## config.mk

```make
export PLATFORM = sky130hd
export DESIGN_NAME = regstack_seq
export DESIGN_NICKNAME = d
export VERILOG_FILES = /design/src/rtl/regstack_pkg.sv /design/src/rtl/regstack_pick.sv /design/src/rtl/regstack_sp.sv /design/src/rtl/regstack_flags.sv /design/src/rtl/regstack_seq.sv
export SDC_FILE = /design/constraint.sdc
export NUM_CORES = 1
export LEC_CHECK = 0
export ABC_AREA = 1
export BUFFER_PORTS_ARGS = -buffer_cell sky130_fd_sc_hd__buf_2
export CORE_MARGIN = 2
export CORE_UTILIZATION = 30
export DETAILED_ROUTE_END_ITERATION = 8
export GPL_ROUTABILITY_DRIVEN = 0
export PLACE_DENSITY_LB_ADDON = 0.25
export SLEW_MARGIN = 20
export SYNTH_ARGS = -nofsm -noshare
export SYNTH_HDL_FRONTEND = slang
export SYNTH_SLANG_ARGS = --single-unit
export TNS_END_PERCENT = 20
```

## constraint.sdc

```tcl
create_clock -name clk_i -period 2.45 [get_ports clk_i]
set_input_delay 0.3675 -clock clk_i [delete_from_list [all_inputs] [get_ports clk_i]]
set_output_delay 0.3675 -clock clk_i [all_outputs]
set_load 0.03 [all_outputs]
```

## src/rtl/regstack_pkg.sv

```systemverilog
package regstack_pkg;
  typedef enum logic [1:0] {
    ST_IDLE  = 2'd0,
    ST_RUN   = 2'd1,
    ST_DRAIN = 2'd2,
    ST_DONE  = 2'd3
  } seq_state_e;
endpackage

```

## src/rtl/regstack_pick.sv

```systemverilog
module regstack_pick #(
  parameter int NREG  = 8,
  parameter int IDX_W = $clog2(NREG)
) (
  input  logic [NREG-1:0]  rem_i,
  input  logic             from_top_i,
  output logic [IDX_W-1:0] idx_o,
  output logic             last_o
);
  logic [IDX_W-1:0] lo_idx, hi_idx;

  always_comb begin
    lo_idx = '0;
    for (int i = NREG - 1; i >= 0; i--) begin
      if (rem_i[i]) lo_idx = IDX_W'(i);
    end
  end

  always_comb begin
    hi_idx = '0;
    for (int i = 0; i < NREG; i++) begin
      if (rem_i[i]) hi_idx = IDX_W'(i);
    end
  end

  assign idx_o  = from_top_i ? hi_idx : lo_idx;
  assign last_o = (rem_i != '0) && ((rem_i & (rem_i - NREG'(1))) == '0);
endmodule

```

## src/rtl/regstack_sp.sv

```systemverilog
module regstack_sp #(
  parameter int ADDR_W = 16
) (
  input  logic              clk_i,
  input  logic              rst_ni,
  input  logic              load_i,
  input  logic [ADDR_W-1:0] load_val_i,
  input  logic              dec_i,
  input  logic              inc_i,
  output logic [ADDR_W-1:0] sp_o,
  output logic [ADDR_W-1:0] addr_o
);
  logic [ADDR_W-1:0] sp_q;
  logic [ADDR_W-1:0] sp_m1;

  assign sp_m1 = sp_q - ADDR_W'(1);

  always_ff @(posedge clk_i or negedge rst_ni) begin
    if (!rst_ni)     sp_q <= '0;
    else if (load_i) sp_q <= load_val_i;
    else if (dec_i)  sp_q <= sp_m1;
    else if (inc_i)  sp_q <= sp_q + ADDR_W'(1);
  end

  // save pre-decrements, restore reads at current pointer
  assign addr_o = dec_i ? sp_m1 : sp_q;
  assign sp_o   = sp_q;

  assert_step_excl_R10: assert property (@(posedge clk_i) disable iff (!rst_ni)
    !(dec_i && inc_i));
endmodule

```

## src/rtl/regstack_flags.sv

```systemverilog
module regstack_flags #(
  parameter int DATA_W = 16
) (
  input  logic              clk_i,
  input  logic              rst_ni,
  input  logic              upd_i,
  input  logic [DATA_W-1:0] val_i,
  output logic              zr_o,
  output logic              ng_o,
  output logic              uo_o,
  output logic              so_o
);
  always_ff @(posedge clk_i or negedge rst_ni) begin
    if (!rst_ni) begin
      zr_o <= 1'b0;
      ng_o <= 1'b0;
      uo_o <= 1'b0;
      so_o <= 1'b0;
    end else if (upd_i) begin
      zr_o <= (val_i == '0);
      ng_o <= val_i[DATA_W-1];
      uo_o <= 1'b0;
      so_o <= 1'b0;
    end
  end

  assert_ovf_clear_R6: assert property (@(posedge clk_i) disable iff (!rst_ni)
    upd_i |=> (!uo_o && !so_o));
endmodule

```

## src/rtl/regstack_seq.sv

```systemverilog
module regstack_seq
  import regstack_pkg::*;
#(
  parameter int DATA_W = 16,
  parameter int ADDR_W = 16,
  parameter int NREG   = 8,
  localparam int IDX_W = $clog2(NREG),
  localparam int RA_W  = IDX_W + 1
) (
  input  logic              clk_i,
  input  logic              rst_ni,
  input  logic              start_i,
  input  logic              pop_i,
  input  logic [NREG-1:0]   mask_i,
  input  logic              bank_hi_i,
  input  logic [ADDR_W-1:0] sp_i,
  output logic              busy_o,
  output logic              done_o,
  output logic [ADDR_W-1:0] sp_o,
  output logic              mem_we_o,
  output logic              mem_re_o,
  output logic [ADDR_W-1:0] mem_addr_o,
  output logic [DATA_W-1:0] mem_wdata_o,
  input  logic [DATA_W-1:0] mem_rdata_i,
  output logic [RA_W-1:0]   rf_raddr_o,
  input  logic [DATA_W-1:0] rf_rdata_i,
  output logic              rf_we_o,
  output logic [RA_W-1:0]   rf_waddr_o,
  output logic [DATA_W-1:0] rf_wdata_o,
  output logic              zr_o,
  output logic              ng_o,
  output logic              uo_o,
  output logic              so_o
);
  seq_state_e        state_q;
  logic [NREG-1:0]   rem_q;
  logic              pop_q, bank_q;
  logic              pend_q;
  logic [IDX_W-1:0]  pend_idx_q;
  logic [IDX_W-1:0]  cur_idx;
  logic              cur_last;
  logic              run, accept;
  logic              flag_upd;
  logic [DATA_W-1:0] flag_val;

  assign run    = (state_q == ST_RUN);
  assign accept = start_i && (state_q == ST_IDLE);

  regstack_pick #(.NREG(NREG), .IDX_W(IDX_W)) u_pick (
    .rem_i      (rem_q),
    .from_top_i (pop_q),
    .idx_o      (cur_idx),
    .last_o     (cur_last)
  );

  assign mem_we_o    = run && !pop_q;
  assign mem_re_o    = run && pop_q;
  assign mem_wdata_o = rf_rdata_i;
  assign rf_raddr_o  = {bank_q, cur_idx};

  regstack_sp #(.ADDR_W(ADDR_W)) u_sp (
    .clk_i      (clk_i),
    .rst_ni     (rst_ni),
    .load_i     (accept),
    .load_val_i (sp_i),
    .dec_i      (mem_we_o),
    .inc_i      (mem_re_o),
    .sp_o       (sp_o),
    .addr_o     (mem_addr_o)
  );

  // restore: write-back stage one cycle behind the read
  assign rf_we_o    = pend_q;
  assign rf_waddr_o = {bank_q, pend_idx_q};
  assign rf_wdata_o = mem_rdata_i;

  assign flag_upd = (run && !pop_q && cur_last) || (state_q == ST_DRAIN);
  assign flag_val = pop_q ? mem_rdata_i : rf_rdata_i;

  regstack_flags #(.DATA_W(DATA_W)) u_flags (
    .clk_i  (clk_i),
    .rst_ni (rst_ni),
    .upd_i  (flag_upd),
    .val_i  (flag_val),
    .zr_o   (zr_o),
    .ng_o   (ng_o),
    .uo_o   (uo_o),
    .so_o   (so_o)
  );

  always_ff @(posedge clk_i or negedge rst_ni) begin
    if (!rst_ni) begin
      state_q    <= ST_IDLE;
      rem_q      <= '0;
      pop_q      <= 1'b0;
      bank_q     <= 1'b0;
      pend_q     <= 1'b0;
      pend_idx_q <= '0;
    end else begin
      pend_q     <= run && pop_q;
      pend_idx_q <= cur_idx;
      unique case (state_q)
        ST_IDLE: if (accept) begin
          rem_q   <= mask_i;
          pop_q   <= pop_i;
          bank_q  <= bank_hi_i;
          state_q <= (mask_i == '0) ? ST_DONE : ST_RUN;
        end
        ST_RUN: begin
          rem_q <= rem_q & ~(NREG'(1) << cur_idx);
          if (cur_last) state_q <= pop_q ? ST_DRAIN : ST_DONE;
        end
        ST_DRAIN: state_q <= ST_DONE;
        ST_DONE:  state_q <= ST_IDLE;
        default:  state_q <= ST_IDLE;
      endcase
    end
  end

  assign busy_o = (state_q != ST_IDLE);
  assign done_o = (state_q == ST_DONE);

  assert_one_access_R10: assert property (@(posedge clk_i) disable iff (!rst_ni)
    !(mem_we_o && mem_re_o));
  assert_idle_quiet_R10: assert property (@(posedge clk_i) disable iff (!rst_ni)
    !busy_o |-> (!mem_we_o && !mem_re_o && !rf_we_o));
  assert_done_pulse_R4: assert property (@(posedge clk_i) disable iff (!rst_ni)
    done_o |=> !done_o);
  assert_push_dec_R3: assert property (@(posedge clk_i) disable iff (!rst_ni)
    mem_we_o |=> (sp_o == $past(sp_o) - ADDR_W'(1)));
  assert_pop_inc_R3: assert property (@(posedge clk_i) disable iff (!rst_ni)
    mem_re_o |=> (sp_o == $past(sp_o) + ADDR_W'(1)));
  assert_pop_wb_R2: assert property (@(posedge clk_i) disable iff (!rst_ni)
    mem_re_o |=> rf_we_o);
  assert_wb_source_R2: assert property (@(posedge clk_i) disable iff (!rst_ni)
    rf_we_o |-> $past(mem_re_o));
  assert_flags_hold_R6: assert property (@(posedge clk_i) disable iff (!rst_ni)
    !done_o |-> $stable({zr_o, ng_o, uo_o, so_o}));
  assert_busy_start_R8: assert property (@(posedge clk_i) disable iff (!rst_ni)
    (busy_o && !done_o) |=> busy_o);
endmodule

```

==> reports/qor.csv <==
stage,metric,value,unit
place,pre-CTS WS,355,ps
global_route,antenna violations before repair,0,
place,Port Buffers,139,
worst_setup_path,Worst setup startpoint,u_sp.sp_o[0],
floorplanning,die area,11700,um2
place,Placed Area,3830,um2
floorplanning,CORE AREA,10400,um2
global_route,GRT overflow,0,
finish,NumNets Final,689,
min_path,Hold Crit Class,input pin to asynchronous set/reset pin,
power_and_ir_drop,total leakage power,2.17,nW
clock_tree,Longest Clk Path Bufs,2,
power_and_ir_drop,Clk pwr share,0.078,
power_and_ir_drop,Final Power,5.97,mW
global_route,pin count of the biggest net entering global routing,35,
power_and_ir_drop,Net Switching,3.60,mW
worst_setup_path,Setup crit end kind,primary output,
logic_synthesis,post-synthesis area per instance,6.31,um2
worst_setup_path,"Max FO, Critical Path",5,
finish,Syn-to-layout area delta,22.3,%
detailed_routing,final WL,10100,um
logic_synthesis,top-area cell type share of the netlist area,0.262,
sta,Max Fclk,0.432,GHz
job,Max-Cap Viols,0,
power_and_ir_drop,P per Cell Area,1510,nW/um2
logic_synthesis,"area leader, netlist",dfrtp_1,
power_and_ir_drop,Combinational Power Share,0.714,
worst_setup_path,worst reg2reg path depth,8,
clock_tree,Clock Latency Late Sink,290,ps
worst_setup_path,worst endpoint required time,2080,ps
power_and_ir_drop,P_int,2.37,mW
logic_synthesis,Synth area leaders,"dfrtp_1 26%, nand2_1 15%, buf_4 8.6%",
place,placed cell count,747,
floorplanning,Die X,108,um
sta,Fin Hold WS,183,ps
worst_setup_path,worst-path cell chain,inv_2 -> ha_2 -> inv_1 -> nor2_1 -> nand3_1 -> a21oi_1 -> o21bai_1 -> buf_2,
worst_setup_path,CP arrival,1950,ps
detailed_routing,ANT nets after route,0,
logic_synthesis,area of the mapped netlist,3240,um2
sta,Pins Over Slew Limit,0,
clock_tree,Post-CTS Hold Buffers,0,
detailed_routing,wire length per cell,13.4,um
floorplanning,Starting Density,0.311,
logic_synthesis,cells after synthesis,514,
worst_setup_path,Reg2Reg Setup Slack,350,ps
sta,PnR worst setup slack,133,ps
clock_tree,Clock Pin Slew Worst Setup and Hold Paths,80,ps
finish,# fillers,1164,
finish,fin cells,757,
worst_setup_path,max incr delay on CP,420,ps
run_status,status,completed,
logic_synthesis,Yosys cell types,33,
power_and_ir_drop,VDD IR max,0.663,mV
sta,Tcrit/Tclk final,0.946,
sta,final hold vios,0,
sta,Rel. slew slack,0.425,
clock_tree,CTS H-tree lvls,2,
power_and_ir_drop,switch share,0.603,
detailed_routing,1st-iter DRT viols,129,
worst_setup_path,Critical Path Start Type,register,
sta,Setup Skew,5.14,ps
floorplanning,Cell Rows,37,
clock_tree,CTS tree,done,
worst_setup_path,Crit Path Class,register to primary output,
sta,setup TNS,0,ps
clock_tree,CTS buffer count,5,
worst_setup_path,"delay-heaviest family, CP",flip-flops,
worst_setup_path,Slowest cell on crit path,dfrtp_1,
sta,Worst Max-Slew Pin Slew,862,ps
sta,minimum clock period,2320,ps
finish,utilization after layout,0.381,
worst_setup_path,R2R Path Start,state_q[1],
detailed_routing,DR vias/cell,4.83,
logic_synthesis,"FF+latch count, synth",34,
floorplanning,io pins,142,
detailed_routing,via count,3654,
floorplanning,DIE HEIGHT,108,um
worst_setup_path,RR Endpoint,rem_q[0],
worst_setup_path,Worst Path Buf+Inv,3,
detailed_routing,DRC viols,0,
place,DP HPWL,7830,um
finish,share of cells above drive strength 1,0.309,
global_route,first-pass GRT wire length,16200,um
global_route,total track usage,0.173,
sta,Final setup viols,0,
clock_tree,Clock Sinks,34,
clock_tree,CTS Root Cell,clkbuf_8,
logic_synthesis,"Seq/Total Area, Yosys",0.262,
power_and_ir_drop,sequential share of power,0.208,
global_route,vias in the first global route,3438,
logic_synthesis,YS warnings,0,
finish,ANT cells,0,
detailed_routing,Pre-antenna DRT Iters,5,
finish,"Design Area, Final",3970,um2
[worst max-delay path by stage]
| stage | end | cells past startpoint |
|---|---|---|
| after floorplan | mem_addr_o[10] | 6 |
| after global placement | mem_addr_o[10] | 9 |
| after detailed placement | mem_addr_o[8] | 12 |
| after CTS | mem_addr_o[8] | 12 |
| after global routing | mem_addr_o[9] | 10 |
| final | mem_addr_o[12] | 8 |
[synthesized netlist by cell type (all sizes together)]
cell type / number
xor2: 1
o221ai: 2
or2: 5
dfrtp: 34
nor2: 51
nand4: 12
a31oi: 3
nor4: 6
ha: 8
buf: 47
inv: 66
nor3: 9
nand3: 51
o21ai: 45
o21bai: 1
clkbuf: 3
o22ai: 4
conb: 1
o211ai: 6
nand2: 134
a21oi: 25
[cells by family after synthesis]
kind of cell	Yosys count	share of synthesized area
other cells	1	0.00116
simple gates	268	0.374
compound gates	86	0.147
fa+ha+maj	8	0.0309
buf+inv	116	0.183
xor+xnor	1	0.00270
flops	34	0.262
[flip-flops by register name, summed over array words and instances, names as in the netlist]
register and flops:
rem_q 8, state_q 2, pend_idx_q 3, u_flags.zr_o 1
rf_we_o 1, u_sp.sp_o 16, u_flags.ng_o 1, bank_q 1
pop_q 1
[power groups by stage]
stage               Sequential [mW]  Combinational [mW]  Clock [mW]
finish                         1.24                4.27       0.465
global route                   1.30                4.73       0.500
CTS                            1.24                4.20       0.478
detailed placement             1.25                4.18           0
global placement               1.24                4.15           0
floorplan                      1.44                2.86           0
[worst reg2reg max path, stage by stage (launching register included)]
cell and delay [ps]:
dfrtp_1 410, inv_1 100, ha_1 190, inv_2 60, buf_4 180, o21ai_2 410
inv_1 230, a21oi_1 290, a21oi_1 120
[area by class of cell]
cell class	count	area, um2	area share
multi-input combinational	365	1810	0.457
clock inverter	2	12.5	0.00315
clock buffer	6	82.6	0.0208
inverter	66	248	0.0625
tap	136	170	0.0429
sequential	34	853	0.215
timing repair buffer	148	786	0.198
[placed cells by master (no fill, tap or decap), drive strengths merged]
cell type,Yosys,final
buf,47,148
nand2,134,134
inv,66,66
nand3,51,51
nor2,51,51
o21ai,45,45
dfrtp,34,34
a21oi,25,25
nand4,12,12
nor3,9,9
ha,8,8
o211ai,6,6
nor4,6,6
clkbuf,3,6
or2,5,5
o22ai,4,4
a31oi,3,3
o221ai,2,2
conb,1,2
o21bai,1,1
xor2,1,1
clkinv,0,1
clkinvlp,0,1
[repair_timing]
action,4_1_cts,5_1_grt
endpoints found under the setup margin,0,9
gates resized for setup,0,14
buffers inserted,0,2
[per-layer routing]
layer  share of wire  GRT usage  routed length (um)
met1            0.45      0.224                4550
met3           0.061     0.0235                 621
met4          0.0053     0.0339                  54
met2            0.48      0.307                4890
met5               0          0                   0
(Power assumes the default switching activity.)
